`config.mk`:
```
export PLATFORM = sky130hd
export DESIGN_NAME = hb_gate_deadtime
export DESIGN_NICKNAME = d
export VERILOG_FILES = /design/src/rtl/hb_pkg.sv /design/src/rtl/hb_fault_arm.sv /design/src/rtl/hb_sequencer.sv /design/src/rtl/hb_gate_deadtime.sv
export SDC_FILE = /design/constraint.sdc
export NUM_CORES = 1
export LEC_CHECK = 0
export BUFFER_PORTS_ARGS = -buffer_cell sky130_fd_sc_hd__buf_2
export CORE_UTILIZATION = 49
export CTS_BUF_LIST = sky130_fd_sc_hd__clkbuf_4 sky130_fd_sc_hd__clkbuf_8
export DETAILED_ROUTE_END_ITERATION = 6
export PLACE_DENSITY = 0.76
export SYNTH_ARGS = -nofsm -noshare
export SYNTH_HDL_FRONTEND = slang
export SYNTH_SLANG_ARGS = --single-unit
```
`constraint.sdc`:
```
create_clock -name clk -period 2.44 [get_ports clk]
set_input_delay 0.488 -clock clk [delete_from_list [all_inputs] [get_ports clk]]
set_output_delay 0.488 -clock clk [all_outputs]
set_load 0.05 [all_outputs]
```
`src/rtl/hb_pkg.sv`:
```
package hb_pkg;

    localparam int FLT_W = 4;

    typedef enum logic [2:0] {
        ST_IDLE,
        ST_ON_HI,
        ST_ON_LO,
        ST_RISE_PROP,
        ST_RISE_DEAD,
        ST_FALL_PROP,
        ST_FALL_DEAD
    } seq_state_e;

    typedef enum logic [FLT_W-1:0] {
        FLT_NONE     = 4'd0,
        FLT_IN_LOW   = 4'd1,
        FLT_IN_HIGH  = 4'd2,
        FLT_HS_OFF   = 4'd3,
        FLT_HS_ON    = 4'd4,
        FLT_LS_OFF   = 4'd5,
        FLT_LS_ON    = 4'd6,
        FLT_BOTH_OFF = 4'd7,
        FLT_BOTH_ON  = 4'd8
    } fault_e;

    typedef struct packed {
        logic hs;
        logic ls;
    } gate_t;

    function automatic logic fault_code_valid(logic [FLT_W-1:0] code);
        return (code != 4'd0) && (code <= 4'd8);
    endfunction

    // Input seen by the sequencer once input-held faults are applied.
    function automatic logic effective_pwm(fault_e f, logic active, logic pwm);
        if (!active)               return pwm;
        else if (f == FLT_IN_LOW)  return 1'b0;
        else if (f == FLT_IN_HIGH) return 1'b1;
        else                       return pwm;
    endfunction

    // Output override applied after the sequencer.
    function automatic gate_t force_gates(fault_e f, logic active, gate_t g);
        gate_t r;
        r = g;
        if (active) begin
            case (f)
                FLT_HS_OFF:   r.hs = 1'b0;
                FLT_HS_ON:    r.hs = 1'b1;
                FLT_LS_OFF:   r.ls = 1'b0;
                FLT_LS_ON:    r.ls = 1'b1;
                FLT_BOTH_OFF: r = '{hs: 1'b0, ls: 1'b0};
                FLT_BOTH_ON:  r = '{hs: 1'b1, ls: 1'b1};
                default:      r = g;
            endcase
        end
        return r;
    endfunction

endpackage

```
`src/rtl/hb_fault_arm.sv`:
```
module hb_fault_arm
    import hb_pkg::*;
#(
    parameter int TIME_W = 32
) (
    input  logic              clk,
    input  logic              rst,
    input  logic [FLT_W-1:0]  mode_in,
    input  logic [TIME_W-1:0] act_time,
    output logic              active,
    output fault_e            mode_q
);

    logic [TIME_W-1:0] cyc;

    always_ff @(posedge clk) begin
        if (rst) begin
            cyc    <= '0;
            active <= 1'b0;
            mode_q <= FLT_NONE;
        end else begin
            cyc <= cyc + 1'b1;
            if (!active && fault_code_valid(mode_in) && (cyc >= act_time)) begin
                active <= 1'b1;
                mode_q <= fault_e'(mode_in);
            end
        end
    end

    assert_latch_hold_R7: assert property (@(posedge clk) disable iff (rst)
        active |=> active);

    assert_mode_hold_R7: assert property (@(posedge clk) disable iff (rst)
        active |=> $stable(mode_q));

endmodule

```
`src/rtl/hb_sequencer.sv`:
```
module hb_sequencer
    import hb_pkg::*;
#(
    parameter int DLY_W = 16
) (
    input  logic             clk,
    input  logic             rst,
    input  logic             pwm,
    input  logic [DLY_W-1:0] tp_rise,
    input  logic [DLY_W-1:0] td_rise,
    input  logic [DLY_W-1:0] tp_fall,
    input  logic [DLY_W-1:0] td_fall,
    output gate_t            gate
);

    seq_state_e       st;
    logic [DLY_W-1:0] cnt;
    logic             cnt_zero;

    assign cnt_zero = (cnt == '0);

    always_ff @(posedge clk) begin
        if (rst) begin
            st  <= ST_IDLE;
            cnt <= '0;
        end else begin
            case (st)
                ST_IDLE: begin
                    if (pwm) begin st <= ST_RISE_DEAD; cnt <= td_rise; end
                    else     begin st <= ST_FALL_DEAD; cnt <= td_fall; end
                end
                ST_ON_LO: begin
                    if (pwm) begin st <= ST_RISE_PROP; cnt <= tp_rise; end
                end
                ST_RISE_PROP: begin
                    if (!pwm)          st <= ST_ON_LO;
                    else if (cnt_zero) begin st <= ST_RISE_DEAD; cnt <= td_rise; end
                    else               cnt <= cnt - 1'b1;
                end
                ST_RISE_DEAD: begin
                    if (!pwm)          begin st <= ST_FALL_DEAD; cnt <= td_fall; end
                    else if (cnt_zero) st <= ST_ON_HI;
                    else               cnt <= cnt - 1'b1;
                end
                ST_ON_HI: begin
                    if (!pwm) begin st <= ST_FALL_PROP; cnt <= tp_fall; end
                end
                ST_FALL_PROP: begin
                    if (pwm)           st <= ST_ON_HI;
                    else if (cnt_zero) begin st <= ST_FALL_DEAD; cnt <= td_fall; end
                    else               cnt <= cnt - 1'b1;
                end
                ST_FALL_DEAD: begin
                    if (pwm)           begin st <= ST_RISE_DEAD; cnt <= td_rise; end
                    else if (cnt_zero) st <= ST_ON_LO;
                    else               cnt <= cnt - 1'b1;
                end
                default: begin
                    st  <= ST_IDLE;
                    cnt <= '0;
                end
            endcase
        end
    end

    assign gate.hs = (st == ST_ON_HI) || (st == ST_FALL_PROP);
    assign gate.ls = (st == ST_ON_LO) || (st == ST_RISE_PROP);

    // Break before make: a side only turns on after a cycle with the other side off.
    assert_hs_break_R3: assert property (@(posedge clk) disable iff (rst)
        $rose(gate.hs) |-> !$past(gate.ls));

    assert_ls_break_R5: assert property (@(posedge clk) disable iff (rst)
        $rose(gate.ls) |-> !$past(gate.hs));

endmodule

```
`src/rtl/hb_gate_deadtime.sv`:
```
module hb_gate_deadtime
    import hb_pkg::*;
#(
    parameter int DLY_W  = 16,
    parameter int TIME_W = 32
) (
    input  logic              clk,
    input  logic              rst,
    input  logic              pwm_in,
    input  logic [DLY_W-1:0]  rise_prop,
    input  logic [DLY_W-1:0]  rise_dead,
    input  logic [DLY_W-1:0]  fall_prop,
    input  logic [DLY_W-1:0]  fall_dead,
    input  logic [3:0]        fault_sel,
    input  logic [TIME_W-1:0] fault_at,
    output logic              hs_on,
    output logic              ls_on
);

    logic   flt_active;
    fault_e flt_mode;
    logic   pwm_eff;
    gate_t  seq_gate;
    gate_t  out_gate;

    hb_fault_arm #(.TIME_W(TIME_W)) u_fault (
        .clk      (clk),
        .rst      (rst),
        .mode_in  (fault_sel),
        .act_time (fault_at),
        .active   (flt_active),
        .mode_q   (flt_mode)
    );

    assign pwm_eff = effective_pwm(flt_mode, flt_active, pwm_in);

    hb_sequencer #(.DLY_W(DLY_W)) u_seq (
        .clk     (clk),
        .rst     (rst),
        .pwm     (pwm_eff),
        .tp_rise (rise_prop),
        .td_rise (rise_dead),
        .tp_fall (fall_prop),
        .td_fall (fall_dead),
        .gate    (seq_gate)
    );

    assign out_gate = force_gates(flt_mode, flt_active, seq_gate);
    assign hs_on    = out_gate.hs;
    assign ls_on    = out_gate.ls;

    assert_no_overlap_R3: assert property (@(posedge clk) disable iff (rst)
        !flt_active |-> !(hs_on && ls_on));

    assert_reset_off_R1: assert property (@(posedge clk)
        rst |=> (!hs_on && !ls_on));

endmodule

```
==> results of run 1 <==
-- synth_stat cells, types with 6 or more instances --
cell      number  share of area, %
nor2_1        62               4.8
dfxtp_1       56                23
nand2_1       52               4.0
a21oi_1       46               4.7
inv_1         42               3.2
ha_1          35               9.0
nand3_1       29               3.0
o21ai_0       25               2.6
xnor2_1       23               4.1
a22oi_1       21               3.2
clkbuf_1      20               1.5
nor3_1        16               1.6
a311oi_1      15               2.7
xor2_1        15               2.7
nand4_1       13               1.7
buf_6         10               2.3
and3_1         9               1.2
nor2b_1        9               1.2
a31oi_1        8               1.0
a211oi_1       6              0.93
and4_1         6               1.1
o31ai_1        6              0.93
or3_1          6              0.77
-- metrics by stage --
stage               instances  cell area [sq um]  setup slack (ps)
floorplan                 635               4860              60.3
CTS                       902               5930              45.8
global route              902               5980             -8.46
finish                    902               5980              63.9
global placement          894               5800              34.6
detailed placement        894               5800             -48.3
-- layer usage --
layer,wire length [um],GRT usage (%),vias up
li1,-,-,2623
met1,6760,42.2,2502
met2,7000,49.8,258
met3,1210,4.42,37
met4,413,11.9,0
met5,0,0,-
-- power breakdown --
part | internal (W) | total [W] | switching, W
sequential | 0.000994 | 0.00109 | 0.000100
combinational | 0.000844 | 0.00185 | 0.00100
clock | 0.000312 | 0.000659 | 0.000347
total | 0.00215 | 0.00360 | 0.00145
-- cells by family after synthesis --
| family | share of synthesized area [%] |
|---|---|
| AOI/OAI and AO/OA | 28.2 |
| xor gates and xnor gates | 6.85 |
| adders and majority gates | 9.02 |
| buffers and inverters | 7.94 |
| DFF | 23.1 |
| muxes | 1.03 |
| and+or+nand+nor | 23.9 |
-- worst min path at each step --
| stage | from | endpoint | slack [ps] |
|---|---|---|---|
| after global placement | u_fault.cyc[0] | u_fault.cyc[0] | 460 |
| after CTS | fault_sel[0] | u_fault.mode_q[0] | 420 |
| final | fault_sel[0] | u_fault.mode_q[0] | 420 |
| after floorplan | u_fault.cyc[0] | u_fault.cyc[0] | 440 |
| after global routing | fault_sel[2] | u_fault.mode_q[2] | 420 |
| after detailed placement | u_fault.cyc[0] | u_fault.cyc[0] | 470 |
-- what timing repair did --
item,in CTS,in global routing
endpoints found under the setup margin,3,18
pin swaps,0,2
gates resized for setup,2,13
-- flip-flops by register name (all words and copies together), names as in the netlist --
| name | cells |
|---|---|
| u_fault.cyc | 32 |
| u_seq.cnt | 16 |
| u_fault.active | 1 |
| u_fault.mode_q | 4 |
| u_seq.st | 3 |
-- final cells by class --
cell class              count  area [sq um]  share of cell area [%]
well taps                 129           161                    2.70
clock buffers               5          68.8                    1.15
flip-flops and latches     56          1120                    18.7
inverters                  43           161                    2.70
multi-input cells         499          3420                    57.1
clock inverters             3          46.3                   0.774
repair buffers            167          1010                    16.8
-- worst register-to-register path, stage by stage, from the launching register on --
cell and delay (ps):
dfxtp_1 360, or4b_4 540, nand2_1 100, a21boi_1 120
or2_1 300, buf_12 180, a221o_1 360, o311a_1 320
==> impl_metrics.toml, run 1 <==
[run_status]
status = "complete, no violations"

[worst_setup_path]
crit_required_ps = 2660
cp_max_fo = 26
reg2reg_from = "u_fault.mode_q[3]"
worstSetupStartpoint = "u_fault.mode_q[3]"
path_depth = 7
worstSetupPathType = "reg2reg"
start_kind = "flop"
crit_arrival_ps = 2590
worst_setup_path_end_kind = "flop"
critPathTopFamily = "simple AND/OR/NAND/NOR gates"
rr_worst_depth = 7
cp_slowest_cell = "or4b_4"
critPathMaxStageDelay_ps = 540
reg2reg_to = "u_seq.cnt[1]"
endpoint = "u_seq.cnt[1]"
r2r_setup_slack_ps = 60
worstPathCellList = "or4b_4, nand2_1, a21boi_1, or2_1, buf_12, a221o_1, o311a_1"
critical_path_buf_inv_count = 1

[timing]
slew_viol_final = 0
hold_viol = 0
relSlewSlack_pct = 62.5
setup_viol_count_final = 0
period_needed_ps = 2380
worst_pin_slew_ps = 561
rsz0062_at_grt = "true"
fmax_mhz = 421
worst_hold_slack_ps = 419
period_share_pct = 97.4
finClkSkew_ps = 12.2
setup_tns_ps = 0

[place]
gp_congestion = 1.04
numPortBuffers = 104
place_hpwl_um = 12100

[final_layout]
syn2layout_area_growth_pct = 23.2
final_common_cell = "buf_2"
layout-drive-gt1-share_pct = 26.4
final_cell_mix = "buf_2 (104), buf_4 (62), nor2_1 (60)"
antenna_cells = 0
fillers = 832
nets = 910
utilization_pct = 63.5

[floorplanning]
die_w_um = 102
ios = 105
rows = 35
die_h_um = 102
dieArea_sq_mm = 0.0103
start_util_pct = 51.6
core_sq_mm = 0.00942

[clock_tree]
clkSinkCount = 56
cts_tree = "yes"
root_buffer = "clkbuf_8"
clk_pin_slew_ps = 110
post_cts_buffers = 0
clk_path_buf_depth = 2
cts-hold-fix-buffers = 0
cts_max_level = 2
clkLatencyLatePin_ps = 320
numCtsBuffers = 5

[pwr]
total_power_w = 0.00360
p_per_area_mw_per_mm2 = 602
p_leak_nw = 2.62
ir_drop_uv = 403

[grt]
grt_max_degree = 49
antenna_found_initial = 0
grt_pass1_wl_um = 25200
grtUsageTotal_pct = 31.1
grt-ovfl-total = 0
grt_pass1_vias = 5208

[worst_hold_path]
holdCritPathClass = "in2reg"
min_path_cells = 3

[route]
wl_um = 15400
dr.pass1.iters = 5
routedWlPerCell_um = 17.0
drtIter0Drc = 422
postRouteAntennaNets = 0
drc = 0
vias_per_cell = 6.01
vias = 5420

[synthesis]
syn-cell-area_sq_mm = 0.00486
synth_fp_nets = 773
yosys_most_used_dff = "dfxtp_1"
synth_edf_count = 0
seq_area_frac_synth_pct = 23.1
ys_warn_count = 0
synthCells = 635
ys_types = 79
synth_area_per_cell_sq_um = 7.65
synthArstFlopShare_pct = 0
synth_seq_cells = 56

[flow_run]
max-cap-violations = 0
(Power assumes the default switching activity.)
==> run 2, diff against run 1 <==
Settings changed: PLACE_DENSITY 0.76 to 0.73.
Clock period 2.44 ns to 2.4 ns, I/O delays scaled along.
==> run 2 against run 1 <==
  * Total power fell by 3.0%
  * Core utilization fell by 0.44 points
  * Clock power fell by 19%
  * Sequential share of layout area rose by 0.15 points
  * Die area did not move
  * Largest power group unchanged
  * Sequential power barely moved
==> impl_metrics.toml, run 2 (synthesized netlist as in run 1, its figures left out) <==
[run_status]
status = "complete, no violations"

[final_layout]
multi_input_area_sq_mm = 0.00344
final_common_cell = "buf_2"
seq_area_sq_mm = 0.00112
largestRegisters = "u_fault.cyc x32, u_seq.cnt x16, u_fault.mode_q x4"
nets = 902
fillers = 845
top_register = "u_fault.cyc"
antenna_cells = 0
final_cell_mix = "buf_2 (104), nor2_1 (60), dfxtp_1 (55)"
layout-drive-gt1-share_pct = 25.7
largest_register_ffs = 32
syn2layout_area_growth_pct = 22.3

[timing]
setup_tns_ps = 0
slew_viol_final = 0
worst_pin_slew_ps = 559
setup_slack_ps = 28.6
period_needed_ps = 2370
rsz0062_at_grt = "true"
worst_hold_slack_ps = 413
setup_viol_count_final = 0
relSlewSlack_pct = 62.6
hold_viol = 0
fmax_mhz = 422
finClkSkew_ps = 5.04
period_share_pct = 98.8

[worst_setup_path]
r2r_setup_slack_ps = 30
worstSetupStartpoint = "u_fault.mode_q[3]"
worstSetupPathType = "reg2reg"
crit_arrival_ps = 2580
start_kind = "flop"
worst_setup_path_end_kind = "flop"
reg2reg_to = "u_seq.cnt[6]"
rr_worst_depth = 8
endpoint = "u_seq.cnt[6]"
crit_required_ps = 2610
cp_max_fo = 9
reg2reg_from = "u_fault.mode_q[3]"

[floorplanning]
ios = 105
start_util_pct = 51.6
core_sq_mm = 0.00942
rows = 35
dieArea_sq_mm = 0.0103
die_h_um = 102
die_w_um = 102

[flow_run]
max-cap-violations = 0

[route]
routedWlPerCell_um = 17.2
drc = 0
postRouteAntennaNets = 0
vias = 5424
vias_per_cell = 6.07
wl_um = 15400
dr.pass1.iters = 5
drtIter0Drc = 268

[clock_tree]
cts_tree = "yes"
post_cts_buffers = 0
cts_max_level = 2
clkSinkCount = 56
cts-hold-fix-buffers = 0
clk_path_buf_depth = 2
root_buffer = "clkbuf_8"
clkLatencyLatePin_ps = 320
clk_pin_slew_ps = 100
numCtsBuffers = 5

[grt]
grt_pass1_vias = 5124
grt-ovfl-total = 0
grt_max_degree = 40
grtUsageTotal_pct = 30.4
grt_pass1_wl_um = 24600
antenna_found_initial = 0

[pwr]
ir_drop_uv = 487
p_switching_w = 0.00142
pwr-share-comb_pct = 53.0
pwr-share-clk_pct = 15.2
p_leak_nw = 2.57
switching_share_pct = 40.7
p_per_area_mw_per_mm2 = 588
seqPwrFrac_pct = 31.8
p_int_w = 0.00207

[place]
pre_cts_slack_ps = -136
gp_congestion = 0.951
numPortBuffers = 104
place_hpwl_um = 12100

[worst_hold_path]
holdCritPathClass = "in2reg"
==> run 2: timing repair <==
action	in CTS	in global routing
gates resized for setup	4	15
endpoints found under the setup margin	10	22
pin swaps	0	1
==> run 2: power groups by stage <==
stage | sequential [W] | clock (W) | combinational, W
floorplan | 0.00111 | 0 | 0.00111
global placement | 0.00111 | 0 | 0.00171
detailed placement | 0.00111 | 0 | 0.00173
CTS | 0.00110 | 0.000541 | 0.00175
global route | 0.00112 | 0.000585 | 0.00199
finish | 0.00111 | 0.000532 | 0.00185
==> run 2: stage by stage <==
step	cell area [sq um]	total power, W	instances	utilization [%]
after CTS	5860	0.00338	893	62.3
after floorplan	4860	0.00222	635	-
after global routing	5940	0.00370	893	63.1
after detailed placement	5770	0.00284	886	61.2
after global placement	5770	0.00282	886	61.2
final	5940	0.00349	893	63.1
==> run 2: final cells by class <==
type / instances / area share, %
multi-input cells: 499 / 57.9
flip-flops and latches: 56 / 18.9
repair buffers: 159 / 16.3
inverters: 43 / 2.72
well taps: 129 / 2.72
clock buffers: 6 / 1.29
clock inverters: 1 / 0.147
==> run 2: worst min-delay path by stage <==
stage	from	to	slack [ps]	cells after the start
global route	fault_sel[3]	u_fault.mode_q[3]	410	3
CTS	fault_sel[0]	u_fault.mode_q[0]	410	3
finish	fault_sel[0]	u_fault.mode_q[0]	410	3
global placement	u_fault.cyc[0]	u_fault.cyc[0]	460	1
detailed placement	u_fault.cyc[0]	u_fault.cyc[0]	460	1
floorplan	u_fault.cyc[0]	u_fault.cyc[0]	440	1
==> run 2: layer usage <==
metal  global-route usage [%]  vias to the layer above  part of all wire, %
met5                        0                        -                    0
met4                     14.2                        0                  3.6
met3                     5.80                       45                  7.2
met2                     50.3                      241                   47
met1                     38.0                     2532                   43
li1                         -                     2606                    -
==> run 2: worst max-delay path, stage by stage, from the launching register on <==
cell	delay, ps
dfxtp_1	340
or4b_1	580
nand2_2	200
a21boi_1	110
buf_4	180
a311oi_2	240
buf_4	240
a21oi_1	50
a311oi_1	320
